**src/rtl/elem_remap_pkg.sv**
```systemverilog
package elem_remap_pkg;
  localparam int AXES = 3;

  typedef logic [1:0] axis_t;
  typedef axis_t [AXES-1:0] order_t;  // [0] is the fastest axis

  function automatic order_t perm_order(input logic [2:0] code);
    order_t o;
    case (code)
      3'd1:    o = {2'd1, 2'd2, 2'd0};
      3'd2:    o = {2'd2, 2'd0, 2'd1};
      3'd3:    o = {2'd0, 2'd2, 2'd1};
      3'd4:    o = {2'd1, 2'd0, 2'd2};
      3'd5:    o = {2'd0, 2'd1, 2'd2};
      default: o = {2'd2, 2'd1, 2'd0};
    endcase
    return o;
  endfunction

  function automatic logic perm_reserved(input logic [2:0] code);
    return code[2] & code[1];
  endfunction
endpackage

```
**src/rtl/remap_shape_reg.sv**
```systemverilog
module remap_shape_reg
  import elem_remap_pkg::*;
#(
  parameter int DIM_W   = 7,
  parameter int SHAPE_W = 32,
  localparam int FLD_W  = DIM_W + 1,
  localparam int XY_W   = 2 * FLD_W
) (
  input  logic                        clk_i,
  input  logic                        rst_ni,
  input  logic                        latch_i,
  input  logic [SHAPE_W-1:0]          shape_i,
  output logic [AXES-1:0][DIM_W-1:0]  lim_o,
  output logic [FLD_W-1:0]            sz_x_o,
  output logic [XY_W-1:0]             sz_xy_o,
  output logic [AXES-1:0]             offs_o,
  output order_t                      order_o,
  output logic                        linear_o,
  output logic                        bad_perm_o
);
  localparam int PERM_LSB = AXES * FLD_W;

  logic [AXES-1:0][DIM_W-1:0] lim_d;
  logic [AXES-1:0]            offs_d;
  logic [FLD_W-1:0]           sz_x_d, sz_y_d;
  logic [2:0]                 code_d;

  for (genvar g = 0; g < AXES; g++) begin : g_fld
    assign lim_d[g]  = shape_i[g*FLD_W +: DIM_W];
    assign offs_d[g] = shape_i[g*FLD_W + DIM_W];
  end

  assign code_d = shape_i[PERM_LSB +: 3];
  assign sz_x_d = {1'b0, lim_d[0]} + 1'b1;
  assign sz_y_d = {1'b0, lim_d[1]} + 1'b1;

  always_ff @(posedge clk_i or negedge rst_ni) begin
    if (!rst_ni) begin
      lim_o      <= '0;
      sz_x_o     <= FLD_W'(1);
      sz_xy_o    <= XY_W'(1);
      offs_o     <= '0;
      order_o    <= perm_order(3'd0);
      linear_o   <= 1'b1;
      bad_perm_o <= 1'b0;
    end else if (latch_i) begin
      lim_o      <= lim_d;
      sz_x_o     <= sz_x_d;
      sz_xy_o    <= XY_W'(sz_x_d) * XY_W'(sz_y_d);
      offs_o     <= offs_d;
      order_o    <= perm_order(code_d);
      linear_o   <= (shape_i == '0);
      bad_perm_o <= perm_reserved(code_d);
    end
  end
endmodule

```
**src/rtl/remap_axis_ctr.sv**
```systemverilog
module remap_axis_ctr
  import elem_remap_pkg::*;
#(
  parameter int DIM_W = 7
) (
  input  logic                        clk_i,
  input  logic                        rst_ni,
  input  logic                        clear_i,
  input  logic                        adv_i,
  input  logic [AXES-1:0][DIM_W-1:0]  lim_i,
  input  order_t                      order_i,
  output logic [AXES-1:0][DIM_W-1:0]  cnt_o
);
  logic [AXES-1:0][DIM_W-1:0] cnt_q, cnt_d;
  logic [AXES-1:0] at_lim, inc, carry;

  always_comb begin
    for (int a = 0; a < AXES; a++) at_lim[a] = (cnt_q[a] == lim_i[a]);
    // carry[p]: every faster axis in the order sits at its limit
    carry[0] = 1'b1;
    for (int p = 0; p < AXES - 1; p++) carry[p+1] = carry[p] & at_lim[order_i[p]];
    inc = '0;
    for (int p = 0; p < AXES; p++) inc[order_i[p]] = carry[p];
    for (int a = 0; a < AXES; a++) begin
      if (!inc[a])       cnt_d[a] = cnt_q[a];
      else if (at_lim[a]) cnt_d[a] = '0;
      else               cnt_d[a] = cnt_q[a] + 1'b1;
    end
  end

  always_ff @(posedge clk_i or negedge rst_ni) begin
    if (!rst_ni)      cnt_q <= '0;
    else if (clear_i) cnt_q <= '0;
    else if (adv_i)   cnt_q <= cnt_d;
  end

  assign cnt_o = cnt_q;

  for (genvar g = 0; g < AXES; g++) begin : g_chk

    cnt_in_range_chk: assert property (@(posedge clk_i) disable iff (!rst_ni)
      !$past(clear_i) |-> cnt_q[g] <= lim_i[g]);
  end


  cnt_hold_chk: assert property (@(posedge clk_i) disable iff (!rst_ni)
    (!clear_i && !adv_i) |=> $stable(cnt_q));
endmodule

```
**src/rtl/remap_index_calc.sv**
```systemverilog
module remap_index_calc
  import elem_remap_pkg::*;
#(
  parameter int DIM_W    = 7,
  parameter int STEP_W   = 16,
  parameter int IDX_W    = 22,
  parameter int RF_ELEMS = 128,
  localparam int FLD_W   = DIM_W + 1,
  localparam int XY_W    = 2 * FLD_W
) (
  input  logic                        clk_i,
  input  logic                        rst_ni,
  input  logic                        fire_i,
  input  logic [AXES-1:0][DIM_W-1:0]  cnt_i,
  input  logic [FLD_W-1:0]            sz_x_i,
  input  logic [XY_W-1:0]             sz_xy_i,
  input  logic [AXES-1:0]             offs_i,
  input  logic                        linear_i,
  input  logic [STEP_W-1:0]           lin_step_i,
  output logic [IDX_W-1:0]            idx_o,
  output logic                        valid_o,
  output logic                        overrun_o
);
  logic [IDX_W-1:0] term_y, term_z, sum_d, idx_d;

  // one multiply level per term; sizes come from registers
  assign term_y = IDX_W'(cnt_i[1]) * IDX_W'(sz_x_i);
  assign term_z = IDX_W'(cnt_i[2]) * IDX_W'(sz_xy_i);
  assign sum_d  = IDX_W'(offs_i) + IDX_W'(cnt_i[0]) + term_y + term_z;
  assign idx_d  = linear_i ? IDX_W'(lin_step_i) : sum_d;

  always_ff @(posedge clk_i or negedge rst_ni) begin
    if (!rst_ni) begin
      idx_o     <= '0;
      valid_o   <= 1'b0;
      overrun_o <= 1'b0;
    end else begin
      valid_o <= fire_i;
      if (fire_i) begin
        idx_o     <= idx_d;
        overrun_o <= (idx_d >= IDX_W'(RF_ELEMS));
      end
    end
  end
endmodule

```
**src/rtl/elem_remap_gen.sv**
```systemverilog
module elem_remap_gen
  import elem_remap_pkg::*;
#(
  parameter int DIM_W    = 7,
  parameter int SHAPE_W  = 32,
  parameter int STEP_W   = 16,
  parameter int RF_ELEMS = 128,
  localparam int IDX_W   = (3 * DIM_W + 1 > STEP_W) ? 3 * DIM_W + 1 : STEP_W
) (
  input  logic               clk_i,
  input  logic               rst_ni,
  input  logic [SHAPE_W-1:0] shape_i,
  input  logic               start_i,
  input  logic               load_i,
  input  logic [STEP_W-1:0]  load_step_i,
  input  logic               step_i,
  output logic [IDX_W-1:0]   idx_o,
  output logic               idx_valid_o,
  output logic               busy_o,
  output logic               bad_perm_o,
  output logic               overrun_o
);
  localparam int FLD_W    = DIM_W + 1;
  localparam int XY_W     = 2 * FLD_W;
  localparam int PERM_LSB = AXES * FLD_W;

  logic                       latch, fire, adv;
  logic [STEP_W-1:0]          step_q, target_q;
  logic                       restore_q;
  logic [AXES-1:0][DIM_W-1:0] lim, cnt;
  logic [FLD_W-1:0]           sz_x;
  logic [XY_W-1:0]            sz_xy;
  logic [AXES-1:0]            offs;
  order_t                     order;
  logic                       linear;

  assign latch = start_i | load_i;
  assign fire  = step_i & ~restore_q & ~latch;
  assign adv   = fire | restore_q;

  always_ff @(posedge clk_i or negedge rst_ni) begin
    if (!rst_ni) begin
      step_q    <= '0;
      target_q  <= '0;
      restore_q <= 1'b0;
    end else if (load_i) begin
      step_q    <= '0;
      target_q  <= load_step_i;
      restore_q <= (load_step_i != '0);
    end else if (start_i) begin
      step_q    <= '0;
      target_q  <= '0;
      restore_q <= 1'b0;
    end else if (adv) begin
      step_q <= step_q + 1'b1;
      if (restore_q && (step_q + 1'b1 == target_q)) restore_q <= 1'b0;
    end
  end

  remap_shape_reg #(.DIM_W(DIM_W), .SHAPE_W(SHAPE_W)) u_shape (
    .clk_i, .rst_ni,
    .latch_i   (latch),
    .shape_i,
    .lim_o     (lim),
    .sz_x_o    (sz_x),
    .sz_xy_o   (sz_xy),
    .offs_o    (offs),
    .order_o   (order),
    .linear_o  (linear),
    .bad_perm_o
  );

  remap_axis_ctr #(.DIM_W(DIM_W)) u_ctr (
    .clk_i, .rst_ni,
    .clear_i (latch),
    .adv_i   (adv),
    .lim_i   (lim),
    .order_i (order),
    .cnt_o   (cnt)
  );

  remap_index_calc #(
    .DIM_W(DIM_W), .STEP_W(STEP_W), .IDX_W(IDX_W), .RF_ELEMS(RF_ELEMS)
  ) u_idx (
    .clk_i, .rst_ni,
    .fire_i     (fire),
    .cnt_i      (cnt),
    .sz_x_i     (sz_x),
    .sz_xy_i    (sz_xy),
    .offs_i     (offs),
    .linear_i   (linear),
    .lin_step_i (step_q),
    .idx_o,
    .valid_o    (idx_valid_o),
    .overrun_o
  );

  assign busy_o = restore_q;


  valid_after_step_chk: assert property (@(posedge clk_i) disable iff (!rst_ni)
    idx_valid_o |-> $past(step_i && !busy_o && !start_i && !load_i));


  busy_from_load_chk: assert property (@(posedge clk_i) disable iff (!rst_ni)
    $rose(busy_o) |-> $past(load_i));


  overrun_flag_chk: assert property (@(posedge clk_i) disable iff (!rst_ni)
    idx_valid_o |-> (overrun_o == (idx_o >= IDX_W'(RF_ELEMS))));


  bad_perm_latch_chk: assert property (@(posedge clk_i) disable iff (!rst_ni)
    $past(latch) |-> (bad_perm_o == ($past(shape_i[PERM_LSB+1 +: 2]) == 2'b11)));
endmodule

```
**config.mk**
```make
export PLATFORM = sky130hd
export DESIGN_NAME = elem_remap_gen
export DESIGN_NICKNAME = d
export VERILOG_FILES = /design/src/rtl/elem_remap_pkg.sv /design/src/rtl/remap_shape_reg.sv /design/src/rtl/remap_axis_ctr.sv /design/src/rtl/remap_index_calc.sv /design/src/rtl/elem_remap_gen.sv
export SDC_FILE = /design/constraint.sdc
export NUM_CORES = 1
export LEC_CHECK = 0
export BUFFER_PORTS_ARGS = -buffer_cell sky130_fd_sc_hd__buf_2
export CAP_MARGIN = 25
export CORE_MARGIN = 5
export CORE_UTILIZATION = 30
export CTS_CLUSTER_DIAMETER = 100
export CTS_CLUSTER_SIZE = 8
export DETAILED_ROUTE_END_ITERATION = 10
export PLACE_DENSITY = 0.48
export SYNTH_ARGS = -nofsm -noshare
export SYNTH_HDL_FRONTEND = slang
export SYNTH_SLANG_ARGS = --single-unit
```
**constraint.sdc**
```tcl
create_clock -name clk_i -period 8.95 [get_ports clk_i]
set_input_delay 1.3425 -clock clk_i [delete_from_list [all_inputs] [get_ports clk_i]]
set_output_delay 1.3425 -clock clk_i [all_outputs]
set_load 0.02 [all_outputs]
```
Word-level counts from Yosys, hierarchy flattened
Cells that the tools add are included.
{"block": "totals", "reg_bits": 134, "in_bits": 53, "out_inout_bits": 26, "word_cells": 104}
{"block": "op_classes", "n_addsub": 9, "multipliers": 3, "order_cmp": 7, "eq_ne": 9, "muxes": 31, "bitwise": 8, "n_reduce_logical": 17}
{"cell": "2-to-1 mux 16 bit", "count": 5}
{"cell": "2-to-1 mux 21 bit", "count": 2}
{"cell": "2-to-1 mux 7 bit", "count": 6}
{"cell": "logical NOT 32 bit", "count": 1}
{"cell": "case mux 6 bit (5 select lines)", "count": 1}
{"cell": "adder 22 x 15 -> 22 bit", "count": 1}
{"cell": "adder 22 bit", "count": 1}
{"cell": "greater-or-equal comparator 22 x 8 -> 1 bit, second input constant", "count": 1}
{"cell": "multiplier 7 x 16 -> 22 bit", "count": 1}
{"cell": "2-to-1 mux 22 bit", "count": 1}
{"cell": "adder 7 x 1 -> 7 bit, second input constant", "count": 3}
{"cell": "equality test 7 bit", "count": 3}
{"cell": "adder 16 x 1 -> 16 bit, second input constant", "count": 1}
{"cell": "adder 7 x 1 -> 8 bit, second input constant", "count": 2}
{"cell": "equality test 16 bit", "count": 1}
{"cell": "multiplier 8 x 8 -> 16 bit", "count": 1}
{"cell": "nonzero test 16 bit", "count": 1}
{"cell": "multiplier 7 x 8 -> 15 bit", "count": 1}
{"cell": "nonzero test 2 bit", "count": 5}
{"cell": "less-than comparator 2 x 3 -> 1 bit, second input constant", "count": 3}
{"cell": "2-to-1 mux 1 bit", "count": 9}
{"cell": "adder 3 x 7 -> 8 bit", "count": 1}
{"cell": "AND reduction 2 bit", "count": 4}
{"cell": "bitwise mux 3 bit", "count": 2}
{"cell": "11 further kinds", "count": 27}

Logic depth before layout (Yosys ltp)
Gate-level depths: netlist of the first run.
{"block": "depth", "word_depth": 9, "ltp_mapped": 25, "ltp_nobuf": 25}

Hierarchy
From an unflattened synthesis of the first run, not the netlist that was laid out.
{"block": "unflattened", "hier_cells": 1656, "area_unflattened_um2": 15708.8}
{"mod": "remap_index_calc", "instances": 1, "cells_each": 801, "area_per_inst_um2": 7340.8, "seq_area_each_um2": 600.6}
{"mod": "remap_shape_reg", "instances": 1, "cells_each": 438, "area_per_inst_um2": 4461.8, "seq_area_each_um2": 1407.6}
{"mod": "elem_remap_gen", "instances": 1, "cells_each": 208, "area_per_inst_um2": 2048.2, "seq_area_each_um2": 825.8}
{"mod": "remap_axis_ctr", "instances": 1, "cells_each": 209, "area_per_inst_um2": 1858.0, "seq_area_each_um2": 525.5}

Worst setup path after synthesis of the first run
No wires, ideal clock.
{"block": "synth_path", "kind": "reg-to-reg", "from": "reg u_ctr.cnt_q (netlist bit u_ctr.cnt_o[1])", "to": "reg u_idx.overrun_o", "setup_ps": 129, "arrival_ps": 6504, "required_time_ps": 8821, "setup_slack_ps": 2317, "stages_incl_launch_ff": 23, "path_buffers": 0, "synth_period_minus_slack_ps": 6633, "path_cell_list": "dfrtp_1 -> ha_1 -> a21o_1 -> a21oi_1 -> or4b_2 -> fa_1 -> fa_1 -> inv_1 -> fa_1 -> fa_1 -> fa_1 -> inv_1 -> fa_1 -> inv_1 -> ha_1 -> a2111o_1 -> o21ai_1 -> o221ai_1 -> a31oi_1 -> xnor2_1 -> o21ai_1 -> nor4b_2 -> a21oi_1"}
{"block": "synth_between", "elab_chain_len": 5}
{"item": "from (decl)", "line_no": "remap_axis_ctr.sv:14", "text": "logic [AXES-1:0][DIM_W-1:0] cnt_q, cnt_d;"}
{"item": "from (signal assigned)", "line_no": "remap_axis_ctr.sv:34", "text": "else if (adv_i) cnt_q <= cnt_d;"}
{"item": "adder 3 x 7 -> 8 bit", "line_no": "remap_index_calc.sv:29", "text": "assign sum_d = IDX_W'(offs_i) + IDX_W'(cnt_i[0]) + term_y + term_z;"}
{"item": "adder 22 x 15 -> 22 bit", "line_no": "remap_index_calc.sv:29"}
{"item": "adder 22 bit", "line_no": "remap_index_calc.sv:29"}
{"item": "2-to-1 mux 22 bit", "line_no": "remap_index_calc.sv:30", "text": "assign idx_d = linear_i ? IDX_W'(lin_step_i) : sum_d;"}
{"item": "greater-or-equal comparator 22 x 8 -> 1 bit", "line_no": "remap_index_calc.sv:41", "text": "overrun_o <= (idx_d >= IDX_W'(RF_ELEMS));"}
{"item": "to (signal assigned)", "line_no": "remap_index_calc.sv:41"}
{"item": "to (decl)", "line_no": "remap_index_calc.sv:22", "text": "output logic overrun_o"}
No other way between the ends.
A chain may end at the register's enable or synchronous reset.

Final worst setup path of the first run
Same ends and word-level chain as after synthesis.

==> flow_summary.yaml, run 1 <==
final_layout:
  seqCellArea_um2: 3360
  fillCellCount: 5203
  layout.nets: 2103
  layout-drive-gt1-share_pct: 9.05
  diodes: 0
  multi_input_area_um2: 10700
  instances_no_fill: 2428
  syn_to_final_growth_pct: 10.6
  fin_area_um2: 16900
outcome:
  status: "finished, final reports clean"
clocking:
  clkLatencyLatePin_ps: 440
  path_clk_slew_ps: 60
  cts_resized: 0
  cts.sinks: 134
  cts_buffers: 17
  htreeDepth: 4
  post_cts_buffers: 0
  ctsLongestPathBuffers: 2
  cts_tree: "yes"
  cts_root_buffer: "clkbuf_16"
  cts_hold_buf: 0
floorplan:
  die_h_um: 235
  die_x_um: 235
  rows: 82
  start_util_pct: 30.4
  core-area_um2: 50200
  ios: 79
  die_area_um2: 55400
global_route:
  grt_overflow_total: 0
  antenna_found_initial: 0
  grt_pass1_wl_um: 66400
  track_usage_pct: 14.6
  grt_max_degree: 80
  grt_pass1_vias: 12300
yosys:
  ys_top_cells_by_area: "fa_1, dfrtp_1, ha_1"
  syn-mean-instance-area_um2: 8.95
  synth_cells: 1704
  synth_edf_count: 0
  ys_seq_elements: 134
  synth_warnings: 0
  async_reset_ff_share_pct: 100
  syn_area_um2: 15200
  synth_cell_types: 87
  synth_seq_area_share_pct: 22.0
  synthesis.nets: 2064
  yosys.area.top_type: "fa_1"
  synth_top_cell_area_share_pct: 21.9
  synth-main-ff-cell: "dfrtp_1"
power:
  swShare_pct: 37.4
  p_comb_share_pct: 31.9
  leakage_nw: 8.34
  p_clk_share_pct: 31.3
  power_density_nw_per_um2: 130
  peakVddDrop_mv: 0.142
  p_int_w: 0.00137
  seqPwrFrac_pct: 36.8
  p_switching_w: 0.000820
placed_design:
  dp.cells: 2394
  gp_congestion: 0.804
  port_buffers: 78
  place_area_um2: 16300
  dp_hpwl_um: 31300
sta:
  fin_setup_tns_ps: 0
  rsz0062_at_grt: "false"
  setup_viol: 0
  slew-limit-headroom_pct: 40.6
  fmax_mhz: 142
  drv_slew: 0
  clock_skew_ps: 14.6
  period_minus_slack_ps: 7050
  finalCritPeriodShare_pct: 78.8
  final_hold_viol_count: 0
  worst_pin_slew_ps: 891
route:
  drt-total-wl_um: 39500
  first_pass_iters: 5
  drc: 0
  num_vias: 11500
  postRouteAntennaNets: 0
  initialDrtViolationCount: 471
  vias_per_cell: 4.73
  wl_per_cell_um: 16.3
setup_path:
  end_kind: "register"
  arrival_ps: 7360
  path_class: "reg -> reg"
  worstPathMaxFanout: 6
  worst_ep_required_time_ps: 9260
  start_kind: "register"
min_path:
  holdCritPathClass: "reg -> reg"
flow_run:
  drv_cap: 0
[state kept, by name, indices dropped and copies added, names as in the netlist]
signal              count
busy_o                  1
step_q                 16
target_q               16
u_ctr.cnt_o            21
u_idx.idx_o            22
u_idx.overrun_o         1
u_idx.valid_o           1
u_shape.bad_perm_o      1
u_shape.lim_o          21
u_shape.linear_o        1
u_shape.offs_o          3
u_shape.order_o         6
u_shape.sz_x_o          8
u_shape.sz_xy_o        16
[critical path, cell delays in order, from the launching register on]
cell      delay [ps]
dfrtp_1          460
ha_1             320
a21o_1           110
a21oi_1          100
or4b_2           710
fa_1             530
fa_1             540
inv_1             50
fa_1             480
fa_1             500
fa_1             480
inv_1             50
fa_1             470
inv_1             40
ha_1             230
a2111o_1         450
o21ai_1          200
o221ai_1         180
a31oi_1          330
xnor2_1          200
o21ai_1          100
nor4b_2          300
a21oi_1           90
[synthesized netlist by cell type (all sizes together), types with 3 or more instances]
library cell and instances:
a211oi 7, a21boi 3, a21o 8, a21oi 55
a22o 16, a31o 3, a31oi 4, and2 127
and3 15, buf 15, clkbuf 54, dfrtp 129
dfstp 5, fa 167, ha 140, inv 246
mux2 3, mux2i 9, nand2 238, nand2b 17
nand3 33, nand4 16, nor2 92, nor2b 10
nor3 17, nor3b 5, nor4 9, nor4b 6
o2111ai 3, o211ai 13, o21a 6, o21ai 61
o31ai 13, o41ai 3, or2 7, or3 6
or3b 3, xnor2 70, xor2 38
[per-stage QoR]
stage | worst slack (ps) | util [%] | hold slack, ps | power, W
4_1_cts | 1860 | 33.5 | 480 | 0.00224
3_5_place_dp | 1870 | 32.4 | 467 | 0.00154
3_3_place_gp | 1980 | 32.4 | 466 | 0.00153
5_1_grt | 1540 | 33.6 | 523 | 0.00237
6_report | 1900 | 33.6 | 473 | 0.00219
2_1_floorplan | 2320 | - | 443 | 0.00128
[final timing paths]
kind                                  from                 to  slack (ps)  depth (start not counted)
min in group asynchronous           rst_ni        target_q[3]         890                          1
hold reg to reg            u_idx.idx_o[15]    u_idx.idx_o[15]         470                          2
setup / recovery            u_ctr.cnt_o[1]    u_idx.overrun_o        1900                         22
setup reg to reg            u_ctr.cnt_o[1]    u_idx.overrun_o        1900                         22
hold / removal             u_idx.idx_o[15]    u_idx.idx_o[15]         470                          2
max in group asynchronous           rst_ni  u_shape.sz_x_o[0]        6980                          3
[cell families (layout without fill, tap and decap cells)]
group | count (synthesis) | in the layout | synth area share [%]
and+or+nand+nor | 609 | 609 | 19.8
AOI/OAI and AO/OA | 218 | 218 | 9.59
adders and majority gates | 307 | 307 | 33.4
muxes | 12 | 12 | 0.862
buffers and inverters | 316 | 368 | 7.98
DFF | 134 | 134 | 22.0
xor gates and xnor gates | 108 | 108 | 6.30
[cell type report]
cell class                 count  share of cell area, %
clock buffer                  24                   2.86
clock inverter                 8                  0.438
inverter                     247                   5.50
multi-input combinational   1254                   63.3
sequential                   134                   19.9
tap                          672                   4.99
timing repair buffer          89                   2.96
[routing by layer]
layer | vias up | global-route usage [%] | part of all wire, %
met5 | - | 0 | 0
li1 | 5563 | - | -
met1 | 5762 | 19.6 | 47
met3 | 33 | 1.76 | 1.9
met4 | 0 | 3.91 | 2.1
met2 | 119 | 24.9 | 49
[layout by cell type (no fill, tap or decap), types with 31 or more instances in the layout]
cell and instances:
a21oi_1 55, and2_1 127, buf_2 77, dfrtp_1 129, fa_1 167, ha_1 140
inv_1 245, nand2_1 237, nand3_1 31, nor2_1 89, o21ai_0 46, xnor2_1 68
xor2_1 38
[power groups by stage]
stage | Combinational, W | Sequential, W | Clock (W)
after floorplan | 0.000505 | 0.000773 | 0
after global placement | 0.000705 | 0.000823 | 0
after detailed placement | 0.000711 | 0.000824 | 0
after CTS | 0.000716 | 0.000813 | 0.000707
after global routing | 0.000814 | 0.000822 | 0.000732
final | 0.000700 | 0.000808 | 0.000686
Power figures use the tool's default switching activity.
==> run 2: changes to the inputs <==
- PLACE_DENSITY: 0.48 -> 0.49
- clock period: 8.95 -> 6.05 ns (I/O delays scaled with it)
==> flow_summary.yaml, run 2 (synthesized netlist as in run 1, its figures left out) <==
final_layout:
  final_cell_mix: "inv_1, nand2_1, buf_4"
  layout.nets: 2272
  syn_to_final_growth_pct: 20.7
  seqCellArea_um2: 3360
  largest_reg_flops: 22
  layout_commonest_cell: "inv_1"
  layout-drive-gt1-share_pct: 19.1
  finalCoreUtilization_pct: 36.7
  diodes: 0
  multi_input_area_um2: 10900
  regMostFlops: "u_idx.idx_o"
  fillCellCount: 5171
  instances_no_fill: 2597
min_path:
  holdPathStages: 2
  min_from: "u_shape.offs_o[2]"
  holdCritPathClass: "reg -> reg"
  hold_path_end: "u_shape.offs_o[2]"
floorplan:
  rows: 82
  core-area_um2: 50200
  die_area_um2: 55400
  die_h_um: 235
  ios: 79
  start_util_pct: 30.4
  die_x_um: 235
route:
  num_vias: 12000
  postRouteAntennaNets: 0
  wl_met2_um: 20100
  vias_per_cell: 4.62
  drc: 0
  top_layer: "met4"
  drt-total-wl_um: 42400
  first_pass_iters: 5
  route.met3.wl_um: 1100
  wl_per_cell_um: 16.3
  wl_met1_um: 20600
  initialDrtViolationCount: 573
clocking:
  cts_root_buffer: "clkbuf_16"
  cts_tree: "yes"
  cts_hold_buf: 0
  cts_buffers: 17
  path_clk_slew_ps: 60
  htreeDepth: 4
  ctsLongestPathBuffers: 2
  cts.sinks: 134
  clkLatencyLatePin_ps: 440
global_route:
  antenna_found_initial: 0
  grt_max_degree: 91
  grt_pass1_vias: 12400
  grt_pass1_wl_um: 68400
  grt_overflow_total: 0
  track_usage_pct: 15.2
sta:
  finalCritPeriodShare_pct: 110
  clock_skew_ps: 11.1
  fmax_mhz: 151
  setup_viol: 13
  period_minus_slack_ps: 6630
  worst_pin_slew_ps: 979
  slew-limit-headroom_pct: 34.5
  drv_slew: 0
  final_hold_viol_count: 0
  fin_ws_ps: -585
  rsz0062_at_grt: "true"
placed_design:
  dp_hpwl_um: 35200
  pre_cts_ws_ps: -689
  gp_congestion: 0.876
  port_buffers: 78
  dp.cells: 2558
setup_path:
  worst_ep_required_time_ps: 6370
  reg2reg_depth: 24
  path_class: "reg -> reg"
  end_kind: "register"
  arrival_ps: 6950
  worstPathMaxFanout: 4
  r2r_start: "u_shape.offs_o[0]"
  start_kind: "register"
  rrSetupSlack_ps: -580
  reg2reg_to: "u_idx.overrun_o"
power:
  power_density_nw_per_um2: 195
  peakVddDrop_mv: 0.197
  leakage_nw: 9.20
outcome:
  violations: "negative setup slack"
  status: "finished with violations"
flow_run:
  drv_cap: 0
## run 2: cell types whose count changed in the layout (fill, tap and decap cells not counted), sizes merged
cell and change:
clkbuf -2, clkinvlp +1, bufinv +1, buf +169
## run 2: report_power, final
part           internal, W  switching (W)  total (W)  leakage [nW]
Sequential         0.00100       0.000134    0.00114          1.71
Combinational     0.000632       0.000753    0.00139          7.20
Clock             0.000651       0.000414    0.00106         0.289
## run 2: worst max path at each step
stage                            startpoint         endpoint  cells past startpoint
after floorplan              u_ctr.cnt_o[0]  u_idx.overrun_o                     24
after global placement    u_shape.offs_o[0]  u_idx.overrun_o                     24
after detailed placement     u_ctr.cnt_o[1]  u_idx.overrun_o                     24
after CTS                 u_shape.offs_o[0]  u_idx.overrun_o                     24
after global routing      u_shape.offs_o[0]  u_idx.overrun_o                     24
final                     u_shape.offs_o[0]  u_idx.overrun_o                     24
## run 2: routing by layer
layer | up-vias | track usage (%)
li1 | 5899 | -
met1 | 5917 | 21.7
met2 | 164 | 25.2
met3 | 28 | 1.51
met4 | 0 | 3.50
met5 | - | 0
## run 2: layout make-up
class	instances	share of cell area, %
multi-input cells	1254	59.3
flip-flops and latches	134	18.3
repair buffers	258	9.54
inverters	247	5.04
well taps	672	4.57
clock buffers	22	2.63
clock inverters	10	0.646
## run 2: critical path: stages (launching register included)
cell and delay, ps:
dfrtp_1 390, ha_2 200, fa_2 340, a21o_1 180, nand2_2 80, xor2_2 160
fa_1 450, fa_1 470, fa_1 530, inv_2 40, fa_1 520, inv_1 50
fa_1 490, inv_2 40, fa_1 540, ha_4 220, nor2b_4 130, o31a_4 310
or4_4 480, nand3_2 100, nand3_2 70, nor4b_2 210, nand4b_1 140, nor4b_2 280
a21oi_1 100
## run 2: stage by stage
stage / TNS, ps / hold WS (ps) / power (W) / area [um2]
finish: -2890 / 476 / 0.00359 / 18400
global route: -6630 / 493 / 0.00384 / 18400
CTS: -3450 / 475 / 0.00365 / 18300
detailed placement: -5180 / 459 / 0.00256 / 17600
global placement: -2980 / 453 / 0.00254 / 17600
floorplan: -558 / 443 / 0.00190 / 15300
## run 2: timing repair
action,in CTS,in global routing
setup endpoints to repair,16,17
setup buffers,3,5
pin swaps,14,14
resized for setup,20,15
==> run 3: changes to the inputs <==
- CORE_UTILIZATION: 30 -> 45
- PLACE_DENSITY: 0.49 -> 0.67
==> flow_summary.yaml, run 3 (synthesized netlist as in run 1, its figures left out) <==
outcome:
  status: "finished with violations"
  violations: "negative setup slack"
route:
  drt-total-wl_um: 38800
  wl_per_cell_um: 16.6
  vias_per_cell: 5.25
  drc: 0
  postRouteAntennaNets: 0
  first_pass_iters: 6
  initialDrtViolationCount: 829
  num_vias: 12300
sta:
  setup_viol: 14
  drv_slew: 0
  rsz0062_at_grt: "true"
  clock_skew_ps: 12.1
  fin_ws_ps: -627
  fin_setup_tns_ps: -3080
  final_hold_viol_count: 0
  worst_pin_slew_ps: 901
  fmax_mhz: 150
  slew-limit-headroom_pct: 39.9
  finalCritPeriodShare_pct: 110
  period_minus_slack_ps: 6680
final_layout:
  fillCellCount: 3060
  layout_commonest_cell: "inv_1"
  layout.nets: 2235
  multi_input_area_um2: 11000
  syn_to_final_growth_pct: 18.0
  largest_reg_flops: 22
  regMostFlops: "u_idx.idx_o"
  layout-drive-gt1-share_pct: 18.1
  finalCoreUtilization_pct: 53.7
  seqCellArea_um2: 3360
  diodes: 0
  final_cell_mix: "inv_1, nand2_1, fa_1"
power:
  power.total_w: 0.00346
  power_density_nw_per_um2: 193
  leakage_nw: 9.11
  peakVddDrop_mv: 0.208
setup_path:
  path_class: "reg -> reg"
  worstPathMaxFanout: 4
  reg2reg_depth: 24
  end_kind: "register"
  rrSetupSlack_ps: -630
  arrival_ps: 7000
  start_kind: "register"
  worst_ep_required_time_ps: 6370
clocking:
  ctsLongestPathBuffers: 2
  cts.sinks: 134
  htreeDepth: 4
  cts_tree: "yes"
  cts_buffers: 17
  clkLatencyLatePin_ps: 440
  cts_root_buffer: "clkbuf_16"
  path_clk_slew_ps: 70
flow_run:
  drv_cap: 0
floorplan:
  die_h_um: 194
  start_util_pct: 45.5
  ios: 79
  rows: 67
  die_area_um2: 37700
  core-area_um2: 33500
  die_x_um: 194
placed_design:
  port_buffers: 78
  dp_hpwl_um: 31500
  gp_congestion: 0.881
min_path:
  holdPathStages: 2
  holdCritPathClass: "reg -> reg"
global_route:
  grt_overflow_total: 0
  track_usage_pct: 20.7
  grt_max_degree: 85
  grt_pass1_vias: 12300
  grt_pass1_wl_um: 63800
  antenna_found_initial: 0
## run 3: cell types whose count changed in the layout (fill, tap and decap cells not counted), moves of 3 or more
cell,previous run,this run
o21ai_1,15,20
nor2_1,89,86
inv_6,1,4
buf_6,3,8
buf_4,178,135
a21oi_1,51,48
o21ai_0,42,36
## run 3: final cells by class
class                           count  share of cell area (%)
Timing Repair Buffer              221                    8.39
Clock buffer                       20                    2.59
Sequential cell                   134                    18.7
Clock inverter                     12                   0.786
Inverter                          247                    5.15
Multi-Input combinational cell   1254                    61.3
Tap cell                          448                    3.12
## run 3: critical path, stage by stage (launching register included)
cell      delay, ps
dfrtp_1         390
ha_2            210
fa_2            350
a21o_1          210
nand2_2          80
xor2_2          150
fa_1            460
fa_1            470
fa_1            530
inv_2            40
fa_1            530
inv_1            50
fa_1            480
inv_1            50
fa_1            520
ha_4            210
nor2b_4         120
o31a_4          300
or4_4           490
nand3_2         100
nand3_2          70
nor4b_2         240
nand4b_1        150
nor4b_2         260
a21oi_1          90
## run 3: worst paths after layout
kind | startpoint | endpoint
max | u_shape.offs_o[0] | u_idx.overrun_o
min | u_shape.bad_perm_o | u_shape.bad_perm_o
max reg2reg | u_shape.offs_o[0] | u_idx.overrun_o
min reg2reg | u_shape.bad_perm_o | u_shape.bad_perm_o
max in group asynchronous | rst_ni | u_ctr.cnt_o[1]
min in group asynchronous | rst_ni | target_q[7]
## run 3: repair_timing
| action | in CTS | in global routing |
|---|---|---|
| hold endpoints to repair | 0 | 0 |
| pin swaps | 34 | 27 |
| setup endpoints to repair | 17 | 18 |
| cloned | 0 | 0 |
| hold buffers | 0 | 0 |
| setup buffers | 7 | 6 |
| gates resized for setup | 44 | 23 |
## run 3: per-layer routing
layer | GRT usage (%) | up-vias | wire (um)
met1 | 29.5 | 6118 | 17600
met3 | 2.75 | 45 | 1650
met5 | 0 | - | 0
li1 | - | 5829 | -
met4 | 5.55 | 0 | 723
met2 | 33.4 | 274 | 18800
## run 3: power breakdown
group / leakage [nW] / total (W) / switching (W) / internal [W]
clock: 0.300 / 0.00108 / 0.000430 / 0.000647
combinational: 7.11 / 0.00126 / 0.000699 / 0.000560
sequential: 1.71 / 0.00113 / 0.000124 / 0.00100
## run 3: through the flow
stage                     instances  hold WS (ps)  area [um2]  setup WS [ps]
after floorplan                1704           443       15300           -388
after global placement         2289           446       17000           -551
after detailed placement       2291           459       17000           -596
after CTS                      2330           472       17800           -564
after global routing           2336           506       18000           -838
final                          2336           470       18000           -627
